--- src/rtl/xfer_pkg.sv ---
// Shared encodings for the control-transfer sequencer.
// Assumes: the address is exactly two data bytes wide.
package xfer_pkg;

    // Transfer kinds presented by the decoder.
    typedef enum logic [2:0] {
        OPK_JP_ABS = 3'd0,
        OPK_JP_REL = 3'd1,
        OPK_CALL   = 3'd2,
        OPK_RET    = 3'd3,
        OPK_JP_HL  = 3'd4
    } opk_e;

    // Condition selector codes.
    typedef enum logic [2:0] {
        CC_ALWAYS = 3'd0,
        CC_C_SET  = 3'd1,
        CC_Z_SET  = 3'd2,
        CC_C_CLR  = 3'd3,
        CC_Z_CLR  = 3'd4
    } cc_e;

    // Memory access type driven on the port.
    typedef enum logic [1:0] {
        CYC_NONE  = 2'd0,
        CYC_RD_PC = 2'd1,
        CYC_LOAD  = 2'd2,
        CYC_STORE = 2'd3
    } cyc_e;

    // Sequencer states, one memory slot each.
    typedef enum logic [3:0] {
        ST_IDLE,
        ST_FETCH_LO,
        ST_FETCH_HI,
        ST_FETCH_REL,
        ST_PUSH_LO,
        ST_PUSH_HI,
        ST_POP_LO,
        ST_POP_HI,
        ST_STALL,
        ST_HL
    } st_e;

endpackage

--- src/rtl/xfer_cond.sv ---
// Condition evaluator: maps a selector code and the Z/C flags to pass/fail.
// Assumes: selector codes outside the defined set never pass.
module xfer_cond
    import xfer_pkg::*;
(
    input  logic [2:0] cond_sel,
    input  logic       flag_z,
    input  logic       flag_c,
    output logic       pass
);

    // Decode the selector against the flags.
    always_comb begin
        case (cond_sel)
            CC_ALWAYS: pass = 1'b1;
            CC_C_SET:  pass = flag_c;
            CC_Z_SET:  pass = flag_z;
            CC_C_CLR:  pass = ~flag_c;
            CC_Z_CLR:  pass = ~flag_z;
            default:   pass = 1'b0;
        endcase
    end

endmodule

--- src/rtl/xfer_ctrl.sv ---
// Sequencer control: accepts a request while idle, latches the condition
// result, walks the state sequence of the chosen transfer, and decodes busy
// and done from the state.
// Assumes: start is a request the core may hold; it is only sampled in idle.
module xfer_ctrl
    import xfer_pkg::*;
(
    input  logic       clk,
    input  logic       rst_n,
    input  logic       start,
    input  logic [2:0] op_kind,
    input  logic       pass,
    output st_e        state,
    output logic       taken,
    output logic       busy,
    output logic       done
);

    st_e  nxt;
    logic kind_ok;
    logic accept;

    // A request is valid only for a defined transfer kind.
    always_comb begin
        case (op_kind)
            OPK_JP_ABS, OPK_JP_REL, OPK_CALL, OPK_RET, OPK_JP_HL: kind_ok = 1'b1;
            default: kind_ok = 1'b0;
        endcase
    end

    assign accept = (state == ST_IDLE) && start && kind_ok;

    // Next-state selection for every transfer sequence.
    always_comb begin
        nxt = state;
        case (state)
            ST_IDLE: begin
                if (accept) begin
                    case (op_kind)
                        OPK_JP_ABS: nxt = ST_FETCH_LO;
                        OPK_JP_REL: nxt = ST_FETCH_REL;
                        OPK_CALL:   nxt = pass ? ST_PUSH_LO : ST_FETCH_LO;
                        OPK_RET:    nxt = ST_POP_LO;
                        default:    nxt = ST_HL;
                    endcase
                end
            end
            ST_FETCH_LO:  nxt = ST_FETCH_HI;
            ST_FETCH_HI:  nxt = taken ? ST_STALL : ST_IDLE;
            ST_FETCH_REL: nxt = taken ? ST_STALL : ST_IDLE;
            ST_PUSH_LO:   nxt = ST_PUSH_HI;
            ST_PUSH_HI:   nxt = ST_FETCH_LO;
            ST_POP_LO:    nxt = taken ? ST_POP_HI : ST_IDLE;
            ST_POP_HI:    nxt = ST_STALL;
            ST_STALL:     nxt = ST_IDLE;
            ST_HL:        nxt = ST_IDLE;
            default:      nxt = ST_IDLE;
        endcase
    end

    // State register and condition latch, captured once at acceptance.
    always_ff @(posedge clk) begin
        if (!rst_n) begin
            state <= ST_IDLE;
            taken <= 1'b0;
        end else begin
            state <= nxt;
            if (accept) taken <= (op_kind == OPK_JP_HL) ? 1'b1 : pass;
        end
    end

    assign busy = (state != ST_IDLE);

    // Final-cycle decode for each sequence.
    always_comb begin
        case (state)
            ST_FETCH_HI, ST_FETCH_REL, ST_POP_LO: done = ~taken;
            ST_STALL, ST_HL:                      done = 1'b1;
            default:                              done = 1'b0;
        endcase
    end

endmodule

--- src/rtl/xfer_path.sv ---
// Sequencer datapath: holds PC, SP and the low-byte latch, and forms the
// memory address, write data and access type for the current state.
// Assumes: ADDR_W equals 2*DATA_W; memory returns read data in the same cycle.
module xfer_path
    import xfer_pkg::*;
#(
    parameter int          ADDR_W = 16,
    parameter int          DATA_W = 8,
    parameter logic [15:0] PC_RST = 16'h0100,
    parameter logic [15:0] SP_RST = 16'hFFFE
) (
    input  logic              clk,
    input  logic              rst_n,
    input  st_e               state,
    input  logic              taken,
    input  logic [ADDR_W-1:0] hl_in,
    input  logic [DATA_W-1:0] mem_rdata,
    output logic [ADDR_W-1:0] mem_addr,
    output logic [DATA_W-1:0] mem_wdata,
    output logic [1:0]        cyc_type,
    output logic [ADDR_W-1:0] pc,
    output logic [ADDR_W-1:0] sp
);

    localparam int EXT_W = ADDR_W - DATA_W;

    logic [DATA_W-1:0] lo_q;
    logic [ADDR_W-1:0] pc_inc;
    logic [ADDR_W-1:0] ret_addr;
    logic [ADDR_W-1:0] rel_off;
    logic [ADDR_W-1:0] joined;

    assign pc_inc   = pc + ADDR_W'(1);
    assign ret_addr = pc + ADDR_W'(2);
    assign rel_off  = {{EXT_W{mem_rdata[DATA_W-1]}}, mem_rdata};
    assign joined   = {mem_rdata, lo_q};

    // Memory port drive for the current state.
    always_comb begin
        mem_addr  = '0;
        mem_wdata = '0;
        cyc_type  = CYC_NONE;
        case (state)
            ST_FETCH_LO, ST_FETCH_HI, ST_FETCH_REL: begin
                cyc_type = CYC_RD_PC;
                mem_addr = pc;
            end
            ST_PUSH_LO: begin
                cyc_type  = CYC_STORE;
                mem_addr  = sp - ADDR_W'(2);
                mem_wdata = ret_addr[DATA_W-1:0];
            end
            ST_PUSH_HI: begin
                cyc_type  = CYC_STORE;
                mem_addr  = sp + ADDR_W'(1);
                mem_wdata = ret_addr[ADDR_W-1:DATA_W];
            end
            ST_POP_LO: begin
                if (taken) begin
                    cyc_type = CYC_LOAD;
                    mem_addr = sp;
                end
            end
            ST_POP_HI: begin
                cyc_type = CYC_LOAD;
                mem_addr = sp + ADDR_W'(1);
            end
            default: ;
        endcase
    end

    // PC, SP and low-byte latch updates.
    always_ff @(posedge clk) begin
        if (!rst_n) begin
            pc   <= ADDR_W'(PC_RST);
            sp   <= ADDR_W'(SP_RST);
            lo_q <= '0;
        end else begin
            case (state)
                ST_FETCH_LO: begin
                    pc   <= pc_inc;
                    lo_q <= mem_rdata;
                end
                ST_FETCH_HI:  pc <= taken ? joined : pc_inc;
                ST_FETCH_REL: pc <= taken ? (pc_inc + rel_off) : pc_inc;
                ST_PUSH_LO:   sp <= sp - ADDR_W'(2);
                ST_POP_LO:    if (taken) lo_q <= mem_rdata;
                ST_POP_HI: begin
                    pc <= joined;
                    sp <= sp + ADDR_W'(2);
                end
                ST_HL:        pc <= hl_in;
                default: ;
            endcase
        end
    end

endmodule

--- src/rtl/xfer_seq.sv ---
// Top of the control-transfer sequencer: condition evaluator, control state
// machine and datapath.
// Assumes: the core raises start only with PC pointing at the first operand
// byte, and samples done to resume instruction fetch.
module xfer_seq
    import xfer_pkg::*;
#(
    parameter int          ADDR_W = 16,
    parameter int          DATA_W = 8,
    parameter logic [15:0] PC_RST = 16'h0100,
    parameter logic [15:0] SP_RST = 16'hFFFE
) (
    input  logic              clk,
    input  logic              rst_n,
    input  logic              start,
    input  logic [2:0]        op_kind,
    input  logic [2:0]        cond_sel,
    input  logic              flag_z,
    input  logic              flag_c,
    input  logic [ADDR_W-1:0] hl_in,
    input  logic [DATA_W-1:0] mem_rdata,
    output logic [ADDR_W-1:0] mem_addr,
    output logic [DATA_W-1:0] mem_wdata,
    output logic [1:0]        cyc_type,
    output logic              busy,
    output logic              done,
    output logic [ADDR_W-1:0] pc,
    output logic [ADDR_W-1:0] sp
);

    logic pass;
    logic taken;
    st_e  state;

    xfer_cond u_cond (
        .cond_sel (cond_sel),
        .flag_z   (flag_z),
        .flag_c   (flag_c),
        .pass     (pass)
    );

    xfer_ctrl u_ctrl (
        .clk     (clk),
        .rst_n   (rst_n),
        .start   (start),
        .op_kind (op_kind),
        .pass    (pass),
        .state   (state),
        .taken   (taken),
        .busy    (busy),
        .done    (done)
    );

    xfer_path #(
        .ADDR_W (ADDR_W),
        .DATA_W (DATA_W),
        .PC_RST (PC_RST),
        .SP_RST (SP_RST)
    ) u_path (
        .clk       (clk),
        .rst_n     (rst_n),
        .state     (state),
        .taken     (taken),
        .hl_in     (hl_in),
        .mem_rdata (mem_rdata),
        .mem_addr  (mem_addr),
        .mem_wdata (mem_wdata),
        .cyc_type  (cyc_type),
        .pc        (pc),
        .sp        (sp)
    );

endmodule

--- config.mk ---
export PLATFORM = sky130hd
export DESIGN_NAME = xfer_seq
export DESIGN_NICKNAME = d
export VERILOG_FILES = /design/src/rtl/xfer_pkg.sv /design/src/rtl/xfer_cond.sv /design/src/rtl/xfer_ctrl.sv /design/src/rtl/xfer_path.sv /design/src/rtl/xfer_seq.sv
export SDC_FILE = /design/constraint.sdc
export NUM_CORES = 1
export LEC_CHECK = 0
export BUFFER_PORTS_ARGS = -buffer_cell sky130_fd_sc_hd__clkbuf_2
export CAP_MARGIN = 20
export CORE_MARGIN = 1.5
export CORE_UTILIZATION = 52
export CTS_CLUSTER_DIAMETER = 200
export DETAILED_ROUTE_END_ITERATION = 12
export PLACE_DENSITY = 0.79
export SLEW_MARGIN = 10
export SYNTH_ARGS = -nofsm -noshare
export SYNTH_HDL_FRONTEND = slang
export SYNTH_SLANG_ARGS = --single-unit
--- constraint.sdc ---
create_clock -name clk -period 3.26 [get_ports clk]
set_input_delay 0.652 -clock clk [delete_from_list [all_inputs] [get_ports clk]]
set_output_delay 0.652 -clock clk [all_outputs]
set_load 0.005 [all_outputs]
==> impl_metrics.env, run 1 <==
export IMPL_synth_top_cell_area_share_pct=18.30
export IMPL_post_drt_via_cell_ratio=6.674
export IMPL_synth_edf_count=0
export IMPL_critPathKind="reg2reg"
export IMPL_max_cap_viol_count=0
export IMPL_drc=0
export IMPL_clk_latency_ps=310
export IMPL_wl_um=18130
export IMPL_hold_viol=0
export IMPL_ys_ff_latch=44
export IMPL_syn_cell_area_mm2=0.004813
export IMPL_clock_fmax_ghz=0.3220
export IMPL_die_area_mm2=0.009843
export IMPL_required_ps=3460
export IMPL_clk_pin_slew_ps=100
export IMPL_wl_per_cell_um=20.88
export IMPL_slew_viol_final=0
export IMPL_fin_skew_ps=11.55
export IMPL_critPathCaptureType="flip-flop"
export IMPL_fin_setup_tns_ps=0
export IMPL_vias=5793
export IMPL_cts_buffers=5
export IMPL_groute_usage_overall_pct=36.01
export IMPL_dr_pass1_iters=6
export IMPL_relSlewSlack_pct=29.13
export IMPL_drt_antenna_violating_nets=0
export IMPL_ys_flop_type="dfxtp_1"
export IMPL_yosysTopAreaCell="dfxtp_1"
export IMPL_synth_common_cells="71 x nand2_1, 62 x nor2_1, 48 x a21oi_1"
export IMPL_finalCritPeriodShare_pct=95.25
export IMPL_synthTopCellsByArea="dfxtp_1 18%, ha_1 6.0%, nand2_1 5.5%"
export IMPL_synth_cell_types=85
export IMPL_grt_pass1_wl_um=28010
export IMPL_die_y_um=99.21
export IMPL_htreeDepth=2
export IMPL_worst_pin_slew_ps=1057
export IMPL_initial_core_util_pct=54.40
export IMPL_cts_tree="built"
export IMPL_hp_class="reg2reg"
export IMPL_synthesis_nets=721
export IMPL_core_area_mm2=0.008848
export IMPL_synth_cells=662
export IMPL_start_kind="flip-flop"
export IMPL_post_synth_top_count_cell="nand2_1"
export IMPL_rsz0062_at_grt="false"
export IMPL_overflow=0
export IMPL_io_buffers=93
export IMPL_dp_cells=861
export IMPL_grt_pass1_vias=5304
export IMPL_finalWeightedCongestion=0.9946
export IMPL_synthArstFlopShare_pct=0
export IMPL_root_buffer="clkbuf_8"
export IMPL_crit_fanout=5
export IMPL_grt_max_degree=22
export IMPL_syn_avg_cell_area_um2=7.271
export IMPL_synth_seq_area_share_pct=18.30
export IMPL_holdBufCountCts=0
export IMPL_min_period_ps=3105
export IMPL_peakVddDrop_v=0.0003109
export IMPL_area_delta_synth_final_pct=17.70
export IMPL_antenna_found_initial=1
export IMPL_power_density_mw_per_mm2=442.5
export IMPL_setup_violations=0
export IMPL_dpl_worst_slack_ps=42.74
export IMPL_clock_path_buffers=2
export IMPL_clock_sinks=44
export IMPL_rows=34
export IMPL_place_detailed_hpwl_um=13860
export IMPL_die_w_um=99.21
export IMPL_ioPinCount=95
export IMPL_num_nets_final=819
export IMPL_yosysWarningCount=0
export IMPL_layout_drive_gt1_share_pct=23.82
export IMPL_final_cells=868
export IMPL_status="complete, no violations"
export IMPL_cp_arrival_ps=3310
export IMPL_p_leak_nw=2.408
export IMPL_timing_final_ws_setup_ps=154.8
export IMPL_drtIter0Drc=624
export IMPL_antennaDiodeCount=0
## per-stage QoR
| stage | hold slack (ps) | utilization, % | power [mW] | area, um2 |
|---|---|---|---|---|
| after floorplan | 447.7 | - | 1.612 | 4813 |
| after global placement | 505.3 | 62.33 | 2.064 | 5515 |
| after detailed placement | 525.6 | 62.33 | 2.083 | 5515 |
| after CTS | 542.8 | 63.25 | 2.436 | 5597 |
| after global routing | 564.6 | 64.03 | 2.641 | 5665 |
| final | 552.4 | 64.03 | 2.507 | 5665 |
## power by group
| part | internal (mW) | leakage (nW) | switching, mW |
|---|---|---|---|
| clock | 0.146 | 0.0400 | 0.215 |
| sequential | 0.603 | 0.358 | 0.0970 |
| combinational | 0.578 | 2.01 | 0.868 |
| total | 1.33 | 2.41 | 1.18 |
## critical path: stages (launching register included)
cell and delay, ps:
dfxtp_2 390, ha_1 200, nand3_1 170, buf_4 210, nor2_1 110, nand3_1 100, xnor2_1 270, ha_1 330
a21o_1 220, a31o_2 270, nor3_1 220, a32oi_1 120, a2111oi_2 310, nor3_1 70
## cell type report
cell class | count | area (um2)
timing repair buffer | 141 | 825.8
clock inverter | 2 | 12.51
fill | 816 | 3183
clock buffer | 5 | 68.82
tap | 108 | 135.1
multi-input combinational | 551 | 3676
sequential | 44 | 883.3
inverter | 17 | 63.81
## state kept, by name, summed over array words and instances, names as in the netlist
name	count
u_path.pc	16
u_path.sp	15
u_path.lo_q	8
u_ctrl.state	4
u_ctrl.taken	1
## layer usage
layer	track usage [%]	wire, um	part of all wire (%)
met1	50.93	7659	42
met2	54.21	7900	44
met3	7.309	1946	11
met4	13.00	604	3.3
met5	0	13	0.072
## layout by cell type (no fill, tap or decap), types with 7 or more instances in the layout
master	Yosys	layout
a221o_1	10	10
o21ai_0	32	32
a21oi_1	48	47
o21ai_1	8	8
nand2_1	71	71
nand4_1	11	11
dfxtp_1	44	42
ha_1	23	22
inv_1	16	16
nand3_1	25	25
o22ai_1	12	12
xnor2_1	21	19
nor2_1	62	62
or3_1	8	8
clkbuf_2	0	93
xor2_1	24	23
a31oi_1	11	11
o31ai_1	7	7
o21a_1	8	8
a21o_1	7	7
nor2b_1	11	11
buf_4	7	48
nor3_1	19	19
mux2i_1	9	9
a22oi_1	13	13
o211ai_1	12	12
## cells by family (layout without fill, tap and decap cells)
family	Yosys count	in the layout	share of synthesized area, %
AND/OR/NAND/NOR	244	244	25.11
AO/OA/AOI/OAI	227	227	32.81
buffers and inverters	67	165	7.018
XOR/XNOR	45	45	8.188
flip-flops	44	44	18.30
adder cells (fa/ha/maj)	24	24	6.395
multiplexers	10	10	2.106
other	1	1	0.07791
## timing repair
action | 4_1_cts | 5_1_grt
gates resized for setup | 0 | 14
endpoints found under the setup margin | 0 | 7
setup buffers | 0 | 0
hold endpoints to repair | 0 | 0
## final timing paths
path / startpoint / end / slack [ps] / depth (start not counted)
worst max-delay path: u_path.pc[1]$_SDFFE_PN0P_ / u_path.pc[15]$_SDFFE_PN0P_ / 150 / 13
worst min-delay path: u_path.lo_q[5]$_SDFFE_PN0P_ / u_path.lo_q[5]$_SDFFE_PN0P_ / 550 / 2
worst max register to register: u_path.pc[1]$_SDFFE_PN0P_ / u_path.pc[15]$_SDFFE_PN0P_ / 150 / 13
worst min register to register: u_path.lo_q[5]$_SDFFE_PN0P_ / u_path.lo_q[5]$_SDFFE_PN0P_ / 550 / 2
(Power assumes the default switching activity.)
==> run 2, diff against run 1 <==
PLACE_DENSITY = 0.85   (was 0.79)
==> run 2 against run 1 <==
Global-route usage grew 0.79 points; flip-flop and latch count stayed put; utilization up 0.40 points; first-iteration DRC count increased by 2.7%; critical path depth is 1 lower; highest routed layer is now met4; sequential power is essentially flat; non-clock buffer count up 2; routed wire length rose by 0.31%; register-to-register slack worse by 40 ps; clock power up 27%; power increased by 4.2%; via count rose by 0.17%.
==> impl_metrics.env, run 2 (synthesis gave the netlist of run 1 again) <==
export IMPL_grt_pass1_vias=5453
export IMPL_initial_core_util_pct=54.40
export IMPL_root_buffer="clkbuf_8"
export IMPL_setup_violations=0
export IMPL_max_cap_viol_count=0
export IMPL_largest_register="u_path.pc"
export IMPL_layout_commonest_cell="clkbuf_2"
export IMPL_drt_antenna_violating_nets=0
export IMPL_vias=5803
export IMPL_min_period_ps=3145
export IMPL_critPathKind="reg2reg"
export IMPL_overflow=0
export IMPL_cpMaxStageDelayCell="dfxtp_1"
export IMPL_hold_viol=0
export IMPL_hp_class="reg2reg"
export IMPL_power_density_mw_per_mm2=458.1
export IMPL_area_delta_synth_final_pct=18.43
export IMPL_clk_latency_ps=310
export IMPL_use_met1_pct=52.69
export IMPL_drtIter0Drc=641
export IMPL_wl_per_cell_um=20.87
export IMPL_fin_util_pct=64.42
export IMPL_critPathMaxStageDelay_ps=420
export IMPL_antenna_found_initial=0
export IMPL_finalCritPeriodShare_pct=96.46
export IMPL_total_power_mw=2.611
export IMPL_clock_sinks=44
export IMPL_crit_fanout=6
export IMPL_cts_buffers=5
export IMPL_worst_pin_slew_ps=872.3
export IMPL_p_leak_nw=2.403
export IMPL_fin_setup_tns_ps=0
export IMPL_groute_usage_overall_pct=36.80
export IMPL_holdBufCountCts=0
export IMPL_fin_skew_ps=13.72
export IMPL_core_area_mm2=0.008848
export IMPL_die_area_mm2=0.009843
export IMPL_ioPinCount=95
export IMPL_peakVddDrop_v=0.0003492
export IMPL_finalWeightedCongestion=0.9754
export IMPL_met3_usage_pct=6.606
export IMPL_grt_pass1_wl_um=28720
export IMPL_clock_fmax_ghz=0.3180
export IMPL_io_buffers=93
export IMPL_place_detailed_hpwl_um=13950
export IMPL_reg_largest_list="u_path.pc x16, u_path.sp x15, u_path.lo_q x8"
export IMPL_largest_reg_flops=16
export IMPL_htreeDepth=2
export IMPL_num_nets_final=821
export IMPL_wl_um=18180
export IMPL_final_cell_mix="93 x clkbuf_2, 71 x nand2_1, 62 x nor2_1"
export IMPL_cp_arrival_ps=3350
export IMPL_die_y_um=99.21
export IMPL_required_ps=3470
export IMPL_crit_chain="ha_2 > and4_2 > nand3_1 > nor2_1 > xor2_1 > ha_2 > nand2_1 > a311oi_2 > nand2_1 > o221a_2 > a2111oi_2 > nor3_1"
export IMPL_dp_cells=862
export IMPL_drc=0
export IMPL_final_cells=871
export IMPL_clock_path_buffers=2
export IMPL_cts_tree="built"
export IMPL_path_buf_inv=0
export IMPL_met2_usage_pct=55.32
export IMPL_layout_drive_gt1_share_pct=24.38
export IMPL_antennaDiodeCount=0
export IMPL_critPathCaptureType="flip-flop"
export IMPL_cpLargestDelayFamily="compound AO/OA/AOI/OAI gates"
export IMPL_clk_pin_slew_ps=110
export IMPL_post_drt_via_cell_ratio=6.662
export IMPL_start_kind="flip-flop"
export IMPL_relSlewSlack_pct=41.40
export IMPL_grt_max_degree=22
export IMPL_dr_pass1_iters=8
export IMPL_busiest_layer="met2"
export IMPL_die_w_um=99.21
export IMPL_status="complete, no violations"
export IMPL_slew_viol_final=0
export IMPL_rows=34
[run 2: per-layer routing]
| metal | wire (um) | vias to the layer above |
|---|---|---|
| li1 | - | 2674 |
| met1 | 7799 | 2702 |
| met2 | 7791 | 359 |
| met3 | 1919 | 68 |
| met4 | 671 | 0 |
| met5 | 0 | - |
[run 2: where the power goes]
group | internal [mW] | total, mW | switching [mW]
logic | 0.578 | 1.46 | 0.879
clock network | 0.232 | 0.457 | 0.225
registers | 0.603 | 0.698 | 0.0952
[run 2: worst min-delay path, cell delays in order, from the launching register on]
cell,delay [ps]
dfxtp_1,350
mux2i_1,70
nor2_1,70
[run 2: stage by stage]
step           setup WS [ps]  cell area (um2)  hold slack [ps]
2_1_floorplan          111.1             4813            447.7
3_3_place_gp           162.3             5523            484.9
3_5_place_dp           27.37             5523            493.6
4_1_cts                10.54             5638            516.8
5_1_grt               -11.28             5700            556.8
6_report               115.5             5700            521.6
[run 2: path summary, 6_finish.rpt]
kind,cells after the start,slack (ps),endpoint,startpoint
setup / recovery,12,120,u_path.pc[15]$_SDFFE_PN0P_,u_path.pc[1]$_SDFFE_PN0P_
hold reg to reg,2,520,u_path.lo_q[0]$_SDFFE_PN0P_,u_path.lo_q[0]$_SDFFE_PN0P_
setup reg to reg,12,120,u_path.pc[15]$_SDFFE_PN0P_,u_path.pc[1]$_SDFFE_PN0P_
hold / removal,2,520,u_path.lo_q[0]$_SDFFE_PN0P_,u_path.lo_q[0]$_SDFFE_PN0P_
[run 2: area by class of cell]
type,count,area [um2]
repair buffers,143,840.8
well taps,108,135.1
fillers,826,3148
clock inverters,3,46.29
inverters,17,63.81
clock buffers,5,68.82
flip-flops and latches,44,882.1
multi-input cells,551,3664
[run 2: what timing repair did]
action / CTS / global route
endpoints found under the setup margin: 0 / 6
endpoints found under the hold margin: 0 / 0
buffers inserted: 0 / 1
resized for setup: 0 / 14
==> run 3, diff against run 2 <==
GPL_TIMING_DRIVEN = 0   (was not set)
==> run 3 against run 2 <==
Largest power group unchanged; setup slack got worse by 100 ps; critical endpoint unchanged; clock power rose by 1%; combinational power barely moved; sequential power fell by 2.9%; utilization rose by 0.21 points; flip-flop and latch count did not move; non-clock buffer count rose by 6; highest routed layer unchanged.
==> impl_metrics.env, run 3 (synthesis gave the netlist of run 1 again) <==
export IMPL_timing_final_ws_setup_ps=12.33
export IMPL_hp_class="reg2reg"
export IMPL_wl_per_cell_um=21.84
export IMPL_root_buffer="clkbuf_8"
export IMPL_holdBufCountCts=0
export IMPL_relSlewSlack_pct=42.50
export IMPL_whs_path_depth=2
export IMPL_core_area_mm2=0.008848
export IMPL_peakVddDrop_v=0.0003128
export IMPL_cts_buffers=5
export IMPL_dr_pass1_iters=7
export IMPL_cpLargestDelayFamily="compound AO/OA/AOI/OAI gates"
export IMPL_io_buffers=93
export IMPL_grt_max_degree=17
export IMPL_holdWs_ps=496.3
export IMPL_drtIter0Drc=669
export IMPL_path_buf_inv=0
export IMPL_fin_skew_ps=16.79
export IMPL_dpl_worst_slack_ps=-694.1
export IMPL_area_delta_synth_final_pct=18.82
export IMPL_layout_commonest_cell="clkbuf_2"
export IMPL_die_area_mm2=0.009843
export IMPL_wl_um=19150
export IMPL_cp_depth=12
export IMPL_p_leak_nw=2.378
export IMPL_clock_path_buffers=2
export IMPL_antennaDiodeCount=0
export IMPL_layout_drive_gt1_share_pct=23.02
export IMPL_htreeDepth=2
export IMPL_clock_fmax_ghz=0.3079
export IMPL_initial_core_util_pct=54.40
export IMPL_finalCritPeriodShare_pct=99.62
export IMPL_worst_pin_slew_ps=857.8
export IMPL_overflow=0
export IMPL_num_nets_final=827
export IMPL_power_density_mw_per_mm2=460.7
export IMPL_crit_chain="ha_2 > nand3_2 > nor2_1 > nand3_1 > xnor2_1 > ha_1 > a21o_1 > a31o_2 > nor3_1 > a32oi_1 > a2111oi_4 > nor3_1"
export IMPL_finalWeightedCongestion=0.9775
export IMPL_groute_usage_overall_pct=38.05
export IMPL_cpMostUsedCell="nor3_1"
export IMPL_clk_latency_ps=320
export IMPL_fin_util_pct=64.64
export IMPL_ff2ff_setup_slack_ps=10
export IMPL_rsz0062_at_grt="true"
export IMPL_cts_tree="built"
export IMPL_fin_setup_tns_ps=0
export IMPL_reg_largest_list="u_path.pc x16, u_path.sp x15, u_path.lo_q x8"
export IMPL_die_w_um=99.21
export IMPL_total_power_mw=2.635
export IMPL_slew_viol_final=0
export IMPL_critPathCaptureType="flip-flop"
export IMPL_final_cell_mix="96 x clkbuf_2, 68 x nand2_1, 61 x nor2_1"
export IMPL_largest_reg_flops=16
export IMPL_cp_arrival_ps=3440
export IMPL_critPathMaxStageDelay_ps=430
export IMPL_grt_pass1_vias=5446
export IMPL_antenna_found_initial=0
export IMPL_drt_antenna_violating_nets=0
export IMPL_max_cap_viol_count=0
export IMPL_start_kind="flip-flop"
export IMPL_crit_fanout=7
export IMPL_grt_pass1_wl_um=29720
export IMPL_critPathKind="reg2reg"
export IMPL_clock_sinks=44
export IMPL_hold_viol=0
export IMPL_required_ps=3450
export IMPL_largest_register="u_path.pc"
export IMPL_place_detailed_hpwl_um=14520
export IMPL_vias=6017
export IMPL_drc=0
export IMPL_cpMaxStageDelayCell="dfxtp_4"
export IMPL_min_period_ps=3248
export IMPL_status="complete, no violations"
export IMPL_r2r_cells=12
export IMPL_rows=34
export IMPL_ioPinCount=95
export IMPL_clk_pin_slew_ps=100
export IMPL_post_drt_via_cell_ratio=6.861
export IMPL_die_y_um=99.21
export IMPL_setup_violations=0
[run 3: cell types whose count changed in the layout (fill, tap and decap cells not counted), sizes merged]
cell and change:
clkbuf +25, buf -19
[run 3: path summary, 6_finish.rpt]
check	start	to
max	u_path.pc[1]$_SDFFE_PN0P_	u_path.pc[15]$_SDFFE_PN0P_
min	u_path.lo_q[2]$_SDFFE_PN0P_	u_path.pc[2]$_SDFFE_PN0P_
max reg2reg	u_path.pc[1]$_SDFFE_PN0P_	u_path.pc[15]$_SDFFE_PN0P_
min reg2reg	u_path.lo_q[2]$_SDFFE_PN0P_	u_path.pc[2]$_SDFFE_PN0P_
[run 3: layout make-up]
| class | count | area, um2 |
|---|---|---|
| inverter | 17 | 63.81 |
| sequential | 44 | 889.6 |
| tap | 108 | 135.1 |
| multi-input combinational | 551 | 3720 |
| buffer | 48 | 270.3 |
| clock buffer | 5 | 68.82 |
| timing repair buffer | 101 | 525.5 |
| fill | 835 | 3129 |
| clock inverter | 3 | 46.29 |
[run 3: timing repair]
action	CTS	global route
buffers inserted	5	3
pin swaps	5	2
endpoints found under the setup margin	11	23
gates resized for setup	19	19
[run 3: tightest hold or removal path: stages (launching register included)]
cell	delay, ps
dfxtp_1	330
nand2_1	60
a311oi_1	70
[run 3: layer usage]
metal	GRT usage, %	wire length, um	vias to the layer above
met5	0	0	-
li1	-	-	2688
met2	58.69	8352	487
met1	55.48	7941	2782
met3	6.254	2315	60
met4	8.884	541	0
[run 3: power by group]
group	internal, mW	switching, mW
Clock	0.232	0.231
Combinational	0.563	0.932
Sequential	0.605	0.0736
Total	1.40	1.24
[run 3: per-stage QoR]
| stage | std cells | instance area [um2] |
|---|---|---|
| after global placement | 863 | 5414 |
| after floorplan | 662 | 4813 |
| after CTS | 875 | 5624 |
| after detailed placement | 863 | 5414 |
| final | 877 | 5719 |
| after global routing | 877 | 5719 |
